$ cat src/rtl/fan_pwm_pkg.sv
package fan_pwm_pkg;
   // Fixed bit positions inside a control byte: force-high at the bottom,
   // duty field above it, rate select at the top.
   localparam int unsigned FORCE_POS = 0;
   localparam int unsigned DUTY_LSB  = 1;

   typedef enum logic {
      RATE_LO = 1'b0,
      RATE_HI = 1'b1
   } rate_e;

   function automatic int unsigned ctl_width(input int unsigned duty_w);
      return duty_w + 2;
   endfunction
endpackage

$ cat src/rtl/fan_ctrl_regs.sv
module fan_ctrl_regs #(
   parameter int unsigned NCH  = 2,
   parameter int unsigned RW   = 8,
   parameter int unsigned SELW = 1
) (
   input  logic                     clk,
   input  logic                     rst,
   input  logic                     wr_en,
   input  logic [SELW-1:0]          wr_sel,
   input  logic [RW-1:0]            wr_data,
   input  logic [SELW-1:0]          rd_sel,
   output logic [RW-1:0]            rd_data,
   output logic [NCH-1:0][RW-1:0]   ctrl_o
);
   logic [NCH-1:0][RW-1:0] ctl_q;

   for (genvar g = 0; g < NCH; g++) begin : g_reg
      always_ff @(posedge clk) begin
         if (rst)
            ctl_q[g] <= '0;
         else if (wr_en && (wr_sel == SELW'(g)))
            ctl_q[g] <= wr_data;
      end
   end

   always_comb begin
      rd_data = '0;
      for (int k = 0; k < NCH; k++)
         if (rd_sel == SELW'(k))
            rd_data = ctl_q[k];
   end

   assign ctrl_o = ctl_q;


   wr_lands_chk: assert property (@(posedge clk) disable iff (rst)
      wr_en && (int'(wr_sel) < NCH) |=> ctl_q[$past(wr_sel)] == $past(wr_data));
endmodule

$ cat src/rtl/fan_tick_sel.sv
module fan_tick_sel #(
   parameter bit ALLOW_DBL = 1'b1
) (
   input  logic clk,
   input  logic rst,
   input  logic rate_sel,
   input  logic dbl,
   input  logic tick_lo,
   input  logic tick_hi,
   input  logic tick_lo_mid,
   input  logic tick_hi_mid,
   output logic step_o
);
   import fan_pwm_pkg::*;

   logic base_t, mid_t;

   assign base_t = (rate_e'(rate_sel) == RATE_HI) ? tick_hi : tick_lo;

   if (ALLOW_DBL) begin : g_dbl
      assign mid_t = dbl & ((rate_e'(rate_sel) == RATE_HI) ? tick_hi_mid : tick_lo_mid);
   end else begin : g_nodbl
      logic unused_mid;
      assign unused_mid = dbl ^ tick_lo_mid ^ tick_hi_mid;
      assign mid_t = 1'b0;
   end

   assign step_o = base_t | mid_t;


   lo_rate_ignores_hi_chk: assert property (@(posedge clk) disable iff (rst)
      !rate_sel && !tick_lo && !tick_lo_mid |-> !step_o);

   no_dbl_ignores_mid_chk: assert property (@(posedge clk) disable iff (rst)
      !dbl && !tick_lo && !tick_hi |-> !step_o);
endmodule

$ cat src/rtl/fan_pwm_core.sv
module fan_pwm_core #(
   parameter int unsigned DW = 6
) (
   input  logic          clk,
   input  logic          rst,
   input  logic          step,
   input  logic [DW-1:0] duty_next,
   input  logic          force_hi,
   output logic          pwm_o
);
   localparam logic [DW-1:0] CNT_TOP = '1;

   logic [DW-1:0] cnt_q;
   logic [DW-1:0] act_q;
   logic          wrap;

   assign wrap = step && (cnt_q == CNT_TOP);

   always_ff @(posedge clk) begin
      if (rst) begin
         cnt_q <= '0;
         act_q <= '0;
      end else begin
         if (step)
            cnt_q <= cnt_q + 1'b1;
         if (wrap)
            act_q <= duty_next;
      end
   end

   assign pwm_o = force_hi | (cnt_q < act_q);


   cnt_hold_chk: assert property (@(posedge clk) disable iff (rst)
      !step |=> $stable(cnt_q));

   cnt_step_chk: assert property (@(posedge clk) disable iff (rst)
      step |=> cnt_q == $past(cnt_q) + 1'b1);

   duty_hold_chk: assert property (@(posedge clk) disable iff (rst)
      !(step && cnt_q == CNT_TOP) |=> $stable(act_q));

   zero_duty_chk: assert property (@(posedge clk) disable iff (rst)
      act_q == '0 && !force_hi |-> !pwm_o);

   max_duty_low_chk: assert property (@(posedge clk) disable iff (rst)
      act_q == CNT_TOP && cnt_q == CNT_TOP && !force_hi |-> !pwm_o);
endmodule

$ cat src/rtl/fan_pwm_gen.sv
module fan_pwm_gen #(
   parameter int unsigned NCH       = 2,
   parameter int unsigned DW        = 6,
   parameter bit          ALLOW_DBL = 1'b1,
   localparam int unsigned RW       = fan_pwm_pkg::ctl_width(DW),
   localparam int unsigned SELW     = (NCH > 1) ? $clog2(NCH) : 1
) (
   input  logic            clk,
   input  logic            rst,
   input  logic            wr_en,
   input  logic [SELW-1:0] wr_sel,
   input  logic [RW-1:0]   wr_data,
   input  logic [SELW-1:0] rd_sel,
   output logic [RW-1:0]   rd_data,
   input  logic            tick_lo,
   input  logic            tick_hi,
   input  logic            tick_lo_mid,
   input  logic            tick_hi_mid,
   input  logic [NCH-1:0]  dbl,
   output logic [NCH-1:0]  fan_o
);
   import fan_pwm_pkg::*;

   localparam int unsigned RATE_POS = DW + 1;

   initial begin
      nch_range_chk: assert (NCH >= 1 && NCH <= 64)
         else $error("NCH out of range");
      dw_range_chk: assert (DW >= 2 && DW <= 12)
         else $error("DW out of range");
   end

   logic [NCH-1:0][RW-1:0] ctrl;

   fan_ctrl_regs #(.NCH(NCH), .RW(RW), .SELW(SELW)) u_regs (
      .clk     (clk),
      .rst     (rst),
      .wr_en   (wr_en),
      .wr_sel  (wr_sel),
      .wr_data (wr_data),
      .rd_sel  (rd_sel),
      .rd_data (rd_data),
      .ctrl_o  (ctrl)
   );

   for (genvar c = 0; c < NCH; c++) begin : g_ch
      logic step;

      fan_tick_sel #(.ALLOW_DBL(ALLOW_DBL)) u_tick (
         .clk         (clk),
         .rst         (rst),
         .rate_sel    (ctrl[c][RATE_POS]),
         .dbl         (dbl[c]),
         .tick_lo     (tick_lo),
         .tick_hi     (tick_hi),
         .tick_lo_mid (tick_lo_mid),
         .tick_hi_mid (tick_hi_mid),
         .step_o      (step)
      );

      fan_pwm_core #(.DW(DW)) u_core (
         .clk       (clk),
         .rst       (rst),
         .step      (step),
         .duty_next (ctrl[c][DUTY_LSB +: DW]),
         .force_hi  (ctrl[c][FORCE_POS]),
         .pwm_o     (fan_o[c])
      );


      force_high_chk: assert property (@(posedge clk) disable iff (rst)
         wr_en && wr_sel == SELW'(c) && wr_data[FORCE_POS] |=> fan_o[c]);
   end
endmodule

$ cat config.mk
export PLATFORM = sky130hd
export DESIGN_NAME = fan_pwm_gen
export DESIGN_NICKNAME = d
export VERILOG_FILES = /design/src/rtl/fan_pwm_pkg.sv /design/src/rtl/fan_ctrl_regs.sv /design/src/rtl/fan_tick_sel.sv /design/src/rtl/fan_pwm_core.sv /design/src/rtl/fan_pwm_gen.sv
export SDC_FILE = /design/constraint.sdc
export NUM_CORES = 1
export LEC_CHECK = 0
export BUFFER_PORTS_ARGS = -buffer_cell sky130_fd_sc_hd__buf_2
export CORE_AREA = 4 4 74 69
export DETAILED_ROUTE_END_ITERATION = 8
export DIE_AREA = 0 0 78 73
export GPL_ROUTABILITY_DRIVEN = 0
export PLACE_DENSITY_LB_ADDON = 0.15
export SYNTH_ARGS = -nofsm -noshare
export SYNTH_HDL_FRONTEND = slang
export SYNTH_SLANG_ARGS = --single-unit
$ cat constraint.sdc
create_clock -name clk -period 2.56 [get_ports clk]
set_clock_uncertainty 0.1 [all_clocks]
set_input_delay 0.512 -clock clk [delete_from_list [all_inputs] [get_ports clk]]
set_output_delay 0.512 -clock clk [all_outputs]
set_load 0.05 [all_outputs]
Word level (Yosys, flattened, before mapping)
Index checks and enable logic that the tools add are counted.
- register bits after elaboration: 40
- bits in latches: 0
- RAM bits: 0
- bits in read-only memories: 0
- input bits: 19
- output and inout bits: 10
- logic and storage cells: 28
- memories kept: 0
- add/subtract/negate cells: 2
- multipliers: 0
- div/mod/pow operators: 0
- order comparisons: 2
- eq/ne operators: 2
- shifts and indexed selects: 0
- muxes and demuxes: 5
- bitwise logic cells: 7
- reduce and logical (&&, ||, !) cells: 4
- operators by type and width (operator ; count):
    $add 6x1->6 const B ; 2
    $eq 6x6->1 const B ; 2
    $lt 6x6->1 ; 2
    $mux 8 ; 1
    $logic_and 1x1->1 ; 4
    $mux 1 ; 4
    $or 1x1->1 ; 4
    $and 1x1->1 ; 2
    $not 1->1 ; 1

Depth between registers and ports, before layout
Gate-level depths: netlist of run 1.
- depth in word-level cells: 4
- gate-level depth with buffers: 6
- depth with buffers taken out: 5

Cells and area by module
A second synthesis of run 1 with hierarchy kept.
- cells, all modules: 222
- area total of the unflattened synthesis: 2117.0 µm²
- by module, submodules not included (module ; times used ; cells an instance ; area each (µm²) ; sequential area each (µm²)):
    fan_pwm_core ; 2 ; 71 ; 641.9 ; 240.2
    fan_ctrl_regs ; 1 ; 74 ; 788.3 ; 320.3
    fan_tick_sel ; 2 ; 3 ; 22.5 ; 0.0

Least setup slack after synthesis of run 1
No wires, ideal clock.
- kind: input-to-output
- start: input rd_sel
- end: output rd_data[0]
- arrival: 1.824 ns
- required time: 1.948 ns
- path slack: 0.124 ns
- stages: 2
- path buffers: 1
- cell sequence: clkbuf_1 -> o21ai_0
- word-level cells in the longest chain between the ends: 1
- ends and longest elaborated chain (what ; line ; source):
    start, declared ; fan_pwm_gen.sv:13 ; input logic [SELW-1:0] rd_sel,
    $mux 8 ; fan_ctrl_regs.sv:29 ; if (rd_sel == SELW'(k))
    end, declared ; fan_pwm_gen.sv:14 ; output logic [RW-1:0] rd_data,
No other way between the ends.

Worst setup path after layout of run 1
- start: register g_ch[0].u_core.act_q[3]
- end: output fan_o[0]
- word-level cells in the longest chain between the ends: 2
- ends and longest elaborated chain (what ; line ; source):
    start, declared ; fan_pwm_core.sv:14 ; logic [DW-1:0] act_q;
    start signal, assigned ; fan_pwm_core.sv:27 ; act_q <= duty_next;
    $lt 6x6->1 ; fan_pwm_core.sv:31 ; assign pwm_o = force_hi | (cnt_q < act_q);
    $or 1x1->1 ; fan_pwm_core.sv:31 ;
    end, declared ; fan_pwm_gen.sv:20 ; output logic [NCH-1:0] fan_o
No other way between the ends.

==> results.md, run 1 <==
- Largest net degree at the start of global routing: 26
- Vias in the first global route: 1519
- Hold-fix buffers, CTS: 0
- Worst-path clk slew: 0.08 ns
- Smallest hold slack: 0.361 ns
- Die Height: 73 µm
- Min-delay src: u_regs.ctrl_o[0]
- Chip width: 78 µm
- Total wire length: 4.01 mm
- Detailed Routing Iterations Pass 1: 4
- Routed Antenna Nets: 0
- Synthesized area: 2100 µm²
- Fin cells: 327
- Least-Margin Pin Slew: 0.474 ns
- Mapped Cells: 242
- Maximum vdd drop: 310 µV
- DRC viols: 0
- Syn_area_per_cell: 8.68 µm²
- Core Util, Final: 0.543
- Layout area overhead: 12.4%
- Worst hold path class: reg2reg
- Hold path depth: 2
- Final setup fails: 0
- Leakage Power: 0.895 nW
- Final nets: 296
- CTS buffer count: 5
- Number of gates resized after CTS: 0
- # clock sinks: 40
- Initial antenna violation count: 0
- Final Cycle Share: 0.916
- Post-synth cell types: 30
- RSZ-0062 raised after global routing: false
- Setup TNS: 0 ns
- Ports: 29
- WP buf/inv: 2
- CP startpoint: g_ch[0].u_core.act_q[3]
- Worst path max stage delay: 0.33 ns
- Pins over their slew limit: 0
- Reg2reg setup slack: 0.75 ns
- Clock buffer depth: 2
- Layout cell share with drive strength beyond 1: 0.192
- Initial core utilization: 0.483
- Worst-case reg-to-reg path depth: 4
- Critical Path Sink Type: primary output
- Clock root buffer: clkbuf_8
- Status: complete, no violations
- Hold Path End: u_regs.ctrl_o[0]
- F_max: 427 MHz
- Slowest cell on the critical path: dfxtp_1
- P per Cell Area: 557 nW/µm²
- Commonest non-fill, non-tap cells in the layout: dfxtp_1, nand2_1, buf_2
- Post-DP HPWL: 3.08 mm
- Worst path arrival time: 1.73 ns
- CTS tree: built
- Std-Cell Rows: 23
- Pre-CTS setup slack: 0.515 ns
- Crit start category: register
- Inst Count DP: 320
- Latest clock arrival within the worst-skew pair: 0.29 ns
- Avg WL per Cell: 12.3 µm
- PortBufs: 28
- Gr ovfl total: 0
- Seq/Total Area, Yosys: 0.381
- Total track usage: 0.156
- Worst rel slew slack: 0.684
- CP cell instances: inv_1 > ha_1 > a211oi_1 > nor2_1 > o31ai_1 > buf_2
- Reg-to-Reg End: g_ch[0].u_core.act_q[4]
- #FFs+latches synth: 40
- First-pass GRT wire length: 7.00 mm
- Commonest non-fill, non-tap cell in the layout: dfxtp_1
- CORE AREA: 4350 µm²
- CP Max Fanout: 2
- CP top delay family: compound AO/OA/AOI/OAI gates
- Full die area: 5690 µm²
- Endpoints failing hold: 0
- Synth warn: 0
- Final WS setup: 0.216 ns
- H-tree depth: 2
- # diodes: 0
- DRT iter0 DRCs: 43
- # Post-CTS Setup Buffers: 0
- Post-Syn Nets: 273
- Data required time at the worst endpoint: 1.95 ns
- Via density: 4.92
- Crit Path Category: reg2out
- Max-Cap Viols: 0
- Vias: 1608
- Worst r2r src: u_regs.ctrl_o[7]
- Minimum clock period: 2.34 ns
==> cells by family after synthesis <==
| kind of cell | count (synthesis) | synth area share |
|---|---|---|
| AND/OR/NAND/NOR | 93 | 0.222 |
| flip-flops | 40 | 0.381 |
| AO/OA/AOI/OAI | 38 | 0.120 |
| buffers and inverters | 28 | 0.0578 |
| multiplexers | 22 | 0.110 |
| adder cells (fa/ha/maj) | 12 | 0.0715 |
| XOR/XNOR | 9 | 0.0375 |
==> through the flow <==
step	total power, mW	cell area, µm²
3_5_place_dp	0.883	2260
4_1_cts	1.33	2360
3_3_place_gp	0.883	2260
5_1_grt	1.39	2360
2_1_floorplan	0.839	2100
6_report	1.31	2360
==> cells in the mapped netlist <==
cell type / number / area [µm²]
o31ai_1: 1 / 7.51
a2111oi_1: 1 / 10.0
a211oi_2: 3 / 37.5
nand2b_1: 27 / 169
nor2b_1: 2 / 12.5
buf_2: 1 / 5.00
ha_1: 12 / 150
xnor2_1: 9 / 78.8
nand4_1: 1 / 6.26
a211oi_1: 7 / 52.6
o21ai_0: 2 / 10.0
nand4b_1: 1 / 8.76
o32a_1: 1 / 10.0
buf_6: 1 / 11.3
mux2_2: 8 / 90.1
a21oi_2: 2 / 17.5
a21o_1: 1 / 7.51
and3_1: 1 / 6.26
buf_1: 1 / 3.75
buf_4: 2 / 15.0
clkbuf_1: 9 / 33.8
nor2_1: 17 / 63.8
and2_1: 1 / 6.26
inv_1: 14 / 52.6
a21oi_1: 20 / 100
mux2i_1: 14 / 140
nor3b_4: 1 / 18.8
dfxtp_1: 40 / 801
nand2_1: 29 / 109
nand3_1: 13 / 65.1
==> cell type report <==
type,count,area (µm²)
clock buffer,7,96.3
fill,420,1990
inverter,14,52.6
multi-input combinational,174,1180
sequential,40,801
tap,62,77.6
timing repair buffer,30,155
==> worst max-delay path by stage <==
| stage | end | slack [ns] | depth (start not counted) |
|---|---|---|---|
| floorplan | rd_data[0] | 0.12 | 2 |
| finish | fan_o[0] | 0.22 | 6 |
| global placement | fan_o[0] | 0.52 | 6 |
| global route | fan_o[0] | 0.07 | 5 |
| detailed placement | fan_o[0] | 0.52 | 5 |
| CTS | fan_o[0] | 0.19 | 5 |
==> tightest hold or removal path, delay by kind of cell, from the launching register on <==
kind / cells / cell delay, ns
compound gates: 1 / 0.05
flops: 1 / 0.31
simple gates: 1 / 0.05
==> state kept, by name, indices dropped and copies added, names as in the netlist <==
signal	count
u_regs.ctrl_o	16
g_ch.u_core.act_q	12
g_ch.u_core.cnt_q	12
==> per-layer routing <==
metal  up-vias  track usage  wire length [µm]
li1        855            -                 -
met1       714        0.217              2130
met2        34        0.225              1590
met3         5       0.0506               245
met4         0       0.0583                43
met5         -            0                 0
==> power breakdown <==
group          total (mW)  internal, mW  switching [mW]
Clock               0.447         0.240           0.207
Sequential          0.671         0.645          0.0261
Combinational       0.197        0.0747           0.122
Total                1.31         0.959           0.356
Note: power is estimated with default switching activity, not from simulation.
==> run 2: changes to the inputs <==
--- a/config.mk
+++ b/config.mk
@@ -5,10 +5,10 @@
 export SDC_FILE = /design/constraint.sdc
 export NUM_CORES = 1
 export LEC_CHECK = 0
-export BUFFER_PORTS_ARGS = -buffer_cell sky130_fd_sc_hd__buf_2
 export CORE_AREA = 4 4 74 69
 export DETAILED_ROUTE_END_ITERATION = 8
 export DIE_AREA = 0 0 78 73
+export DONT_BUFFER_PORTS = 1
 export GPL_ROUTABILITY_DRIVEN = 0
 export PLACE_DENSITY_LB_ADDON = 0.15
 export SYNTH_ARGS = -nofsm -noshare
==> run 2 against run 1 <==
Die area unchanged; combinational power down 19%; setup slack worse by 0.024 ns; register-to-register slack worse by 0.06 ns; cell area down 6.0%; sequential share of layout area up 2.2 points; wire length up 2.4%; critical path depth down 1; count of clock-buffer cells in the layout up 1; sequential power about the same; critical endpoint is now fan_o[1]; non-clock buffer count down 28; worst hold slack worse by 0.16 ns.
==> results.md, run 2 (synthesis gave the netlist of run 1 again) <==
- Layout cell share with drive strength beyond 1: 0.0966
- Final nets: 268
- DRC viols: 0
- Critical Path Sink Type: primary output
- Avg WL per Cell: 13.7 µm
- CP Max Fanout: 2
- Crit Path Category: reg2out
- Final setup fails: 0
- Critical Path Sink: fan_o[1]
- Std-Cell Rows: 23
- Crit start category: register
- Layout area overhead: 5.66%
- CP startpoint: g_ch[1].u_core.act_q[4]
- Chip width: 78 µm
- H-tree depth: 2
- Routed Antenna Nets: 0
- CTS buffer count: 5
- # clock sinks: 40
- Initial core utilization: 0.483
- PortBufs: 0
- Multi-input gate area: 1180 µm²
- Least-Margin Pin Slew: 0.524 ns
- F_max: 422 MHz
- Vias: 1536
- RSZ-0062 raised after global routing: false
- Setup TNS: 0 ns
- Worst-path clk slew: 0.07 ns
- Pins over their slew limit: 0
- Via density: 5.12
- Post-DP HPWL: 3.05 mm
- Largest net degree at the start of global routing: 54
- Full die area: 5690 µm²
- Detailed Routing Iterations Pass 1: 4
- Endpoints failing hold: 0
- P per Cell Area: 566 nW/µm²
- Initial antenna violation count: 0
- Final Cycle Share: 0.925
- CTS tree: built
- Ports: 29
- Worst r2r src: u_regs.ctrl_o[7]
- Reg-to-Reg End: g_ch[0].u_core.act_q[4]
- Gr ovfl total: 0
- Clock root buffer: clkbuf_8
- Register area: 801 µm²
- Worst hold path class: in2reg
- # fillers: 437
- Total wire length: 4.11 mm
- DRT iter0 DRCs: 82
- Number of gates resized after CTS: 0
- Reg2reg setup slack: 0.69 ns
- Vias in the first global route: 1512
- Data required time at the worst endpoint: 1.95 ns
- Status: complete, no violations
- # Post-CTS Setup Buffers: 0
- Worst rel slew slack: 0.650
- Largest register FFs: 16
- Total track usage: 0.157
- Smallest hold slack: 0.199 ns
- Minimum clock period: 2.37 ns
- Die Height: 73 µm
- Hold path depth: 1
- # diodes: 0
- Latest clock arrival within the worst-skew pair: 0.28 ns
- Leakage Power: 0.772 nW
- CORE AREA: 4350 µm²
- Max-Cap Viols: 0
- Commonest non-fill, non-tap cells in the layout: dfxtp_1, nand2_1, nand2b_1
- Maximum vdd drop: 404 µV
- Hold-fix buffers, CTS: 0
- Worst-case reg-to-reg path depth: 4
- First-pass GRT wire length: 7.00 mm
- Clock buffer depth: 2
- Commonest non-fill, non-tap cell in the layout: dfxtp_1
- Worst path arrival time: 1.76 ns
==> run 2: changes by cell type in the layout (fill, tap and decap cells not counted) <==
cell	before	now
buf_2	28	0
clkbuf_1	0	2
clkbuf_8	7	6
o21ai_0	2	1
o21ai_1	0	1
o31ai_1	1	0
o31ai_2	0	1
==> run 2: critical path: stages, from the launching register on <==
cell and delay [ns]:
dfxtp_1 0.34, inv_1 0.04, ha_1 0.29, a21o_1 0.18, a21oi_1 0.13, o32a_1 0.50
==> run 2: routing by layer <==
layer	vias to the layer above	track usage	share of wire
met1	701	0.209	0.50
met3	2	0.0543	0.073
met4	0	0.0583	0.0071
met5	-	0	0
met2	33	0.235	0.42
li1	800	-	-
==> run 2: power breakdown <==
group	switching, mW	internal (mW)
clock	0.206	0.220
sequential	0.0265	0.645
combinational	0.0971	0.0615
==> run 2: area by class of cell <==
type | instances | share of cell area
Multi-Input combinational cell | 174 | 0.533
Sequential cell | 40 | 0.361
Clock buffer | 8 | 0.0406
Tap cell | 62 | 0.0350
Inverter | 14 | 0.0237
Timing Repair Buffer | 2 | 0.00677
==> run 2: stage by stage <==
stage	power, mW	instances	setup slack (ns)	instance area [µm²]	util
6_report	1.26	300	0.192	2220	0.511
5_1_grt	1.31	300	0.127	2220	0.511
4_1_cts	1.27	300	0.173	2220	0.511
3_5_place_dp	0.845	292	0.492	2130	0.490
3_3_place_gp	0.843	292	0.511	2130	0.490
2_1_floorplan	0.839	242	0.124	2100	-
==> run 2: worst min path at each step <==
stage / start / endpoint / slack, ns
after detailed placement: u_regs.ctrl_o[0] / u_regs.ctrl_o[0] / 0.34
after CTS: rst / u_regs.ctrl_o[6] / 0.18
final: rst / u_regs.ctrl_o[14] / 0.20
after global routing: rst / u_regs.ctrl_o[14] / 0.18
after floorplan: u_regs.ctrl_o[0] / u_regs.ctrl_o[0] / 0.34
after global placement: u_regs.ctrl_o[0] / u_regs.ctrl_o[0] / 0.34
==> run 3: changes to the inputs <==
==> constraint.sdc (replaced) <==
create_clock -name clk -period 2.56 [get_ports clk]
set_clock_uncertainty 0.1 [all_clocks]
set_input_delay 0.512 -clock clk [delete_from_list [all_inputs] [get_ports clk]]
set_output_delay 0.512 -clock clk [all_outputs]
set_load 0.01 [all_outputs]
==> run 3 against run 2 <==
Die area stayed put; cell area decreased by 1.5%; clock power fell by 6.8%; register-to-register slack better by 0.06 ns; critical path depth is 1 lower; flip-flop and latch count unchanged; first-iteration DRC count decreased by 20%; utilization fell by 0.75 points; critical path type unchanged.
==> results.md, run 3 (synthesis gave the netlist of run 1 again) <==
- Reg2reg setup slack: 0.75 ns
- RSZ-0062 raised after global routing: false
- Crit Path Category: reg2out
- Status: complete, no violations
- Minimum clock period: 2.25 ns
- Final nets: 266
- Worst hold path class: in2reg
- Layout area overhead: 4.11%
- P per Cell Area: 539 nW/µm²
- # diodes: 0
- Endpoints failing hold: 0
- Die Height: 73 µm
- Worst path arrival time: 1.64 ns
- CP Max Fanout: 4
- DRC viols: 0
- Worst-path clk slew: 0.08 ns
- Reg-to-Reg End: g_ch[0].u_core.act_q[4]
- Initial antenna violation count: 0
- Hold path depth: 1
- Min-delay src: rst
- # fillers: 431
- Clock buffer depth: 2
- Latest clock arrival within the worst-skew pair: 0.29 ns
- Largest net degree at the start of global routing: 54
- Multi-input gate area: 1180 µm²
- CORE AREA: 4350 µm²
- Commonest non-fill, non-tap cell in the layout: dfxtp_1
- Leakage Power: 0.754 nW
- Total wire length: 4.05 mm
- CTS tree: built
- Hold-fix buffers, CTS: 0
- Pins over their slew limit: 0
- DRT iter0 DRCs: 66
- Initial core utilization: 0.483
- Full die area: 5690 µm²
- Final Cycle Share: 0.879
- Clock root buffer: clkbuf_8
- Critical Path Sink Type: primary output
- Final setup fails: 0
- Number of gates resized after CTS: 0
- Layout cell share with drive strength beyond 1: 0.0851
- Setup TNS: 0 ns
- H-tree depth: 2
- Crit start category: register
- Chip width: 78 µm
- # Post-CTS Setup Buffers: 0
- Ports: 29
- Data required time at the worst endpoint: 1.95 ns
- Least-Margin Pin Slew: 0.521 ns
- Std-Cell Rows: 23
- Vias: 1526
- Worst-case reg-to-reg path depth: 4
- Post-DP HPWL: 2.99 mm
- Detailed Routing Iterations Pass 1: 4
- Commonest non-fill, non-tap cells in the layout: dfxtp_1, nand2_1, nand2b_1
- Register area: 801 µm²
- Avg WL per Cell: 13.6 µm
- Hold Path End: u_regs.ctrl_o[14]
- PortBufs: 0
- Gr ovfl total: 0
- Max-Cap Viols: 0
- Routed Antenna Nets: 0
- Maximum vdd drop: 428 µV
- Largest register FFs: 16
- First-pass GRT wire length: 6.89 mm
- Worst rel slew slack: 0.652
- F_max: 445 MHz
- Total track usage: 0.157
- CTS buffer count: 5
- # clock sinks: 40
- Smallest hold slack: 0.179 ns
- Vias in the first global route: 1471
- Worst r2r src: u_regs.ctrl_o[7]
- Final total power: 1.18 mW
- Via density: 5.14
==> run 3: cell type report <==
cell class                      count  area share
Tap cell                           62      0.0355
Sequential cell                    40       0.366
Multi-Input combinational cell    174       0.539
Inverter                           14      0.0240
Clock buffer                        6      0.0332
Clock inverter                      1     0.00229
==> run 3: per-layer routing <==
layer / vias to the layer above / GRT usage / part of all wire
met1: 687 / 0.216 / 0.51
met3: 7 / 0.0617 / 0.083
met5: - / 0 / 0
met2: 32 / 0.215 / 0.39
li1: 800 / - / -
met4: 0 / 0.0699 / 0.017
==> run 3: how the worst max path moves through the flow <==
stage | start | end | slack, ns
6_report | g_ch[0].u_core.cnt_q[3] | fan_o[0] | 0.31
5_1_grt | g_ch[0].u_core.act_q[3] | fan_o[0] | 0.21
4_1_cts | g_ch[0].u_core.act_q[3] | fan_o[0] | 0.29
3_5_place_dp | g_ch[0].u_core.act_q[3] | fan_o[0] | 0.62
3_3_place_gp | g_ch[0].u_core.act_q[3] | fan_o[0] | 0.63
2_1_floorplan | g_ch[0].u_core.act_q[3] | fan_o[0] | 0.70
==> run 3: worst max-delay path: stages (launching register included) <==
cell	delay, ns
dfxtp_1	0.40
ha_1	0.27
a211oi_1	0.20
nor2_1	0.07
o31ai_1	0.40
==> run 3: power breakdown <==
group          switching (mW)  internal [mW]
registers              0.0252          0.645
logic                  0.0551         0.0553
clock network           0.212          0.185
==> run 3: through the flow <==
| stage | instance area [µm²] | worst slack (ns) | utilization | instances |
|---|---|---|---|---|
| after global routing | 2190 | 0.210 | 0.503 | 297 |
| after detailed placement | 2110 | 0.619 | 0.485 | 290 |
| after global placement | 2110 | 0.625 | 0.485 | 290 |
| after floorplan | 2100 | 0.698 | - | 242 |
| after CTS | 2190 | 0.285 | 0.503 | 297 |
| final | 2190 | 0.311 | 0.503 | 297 |
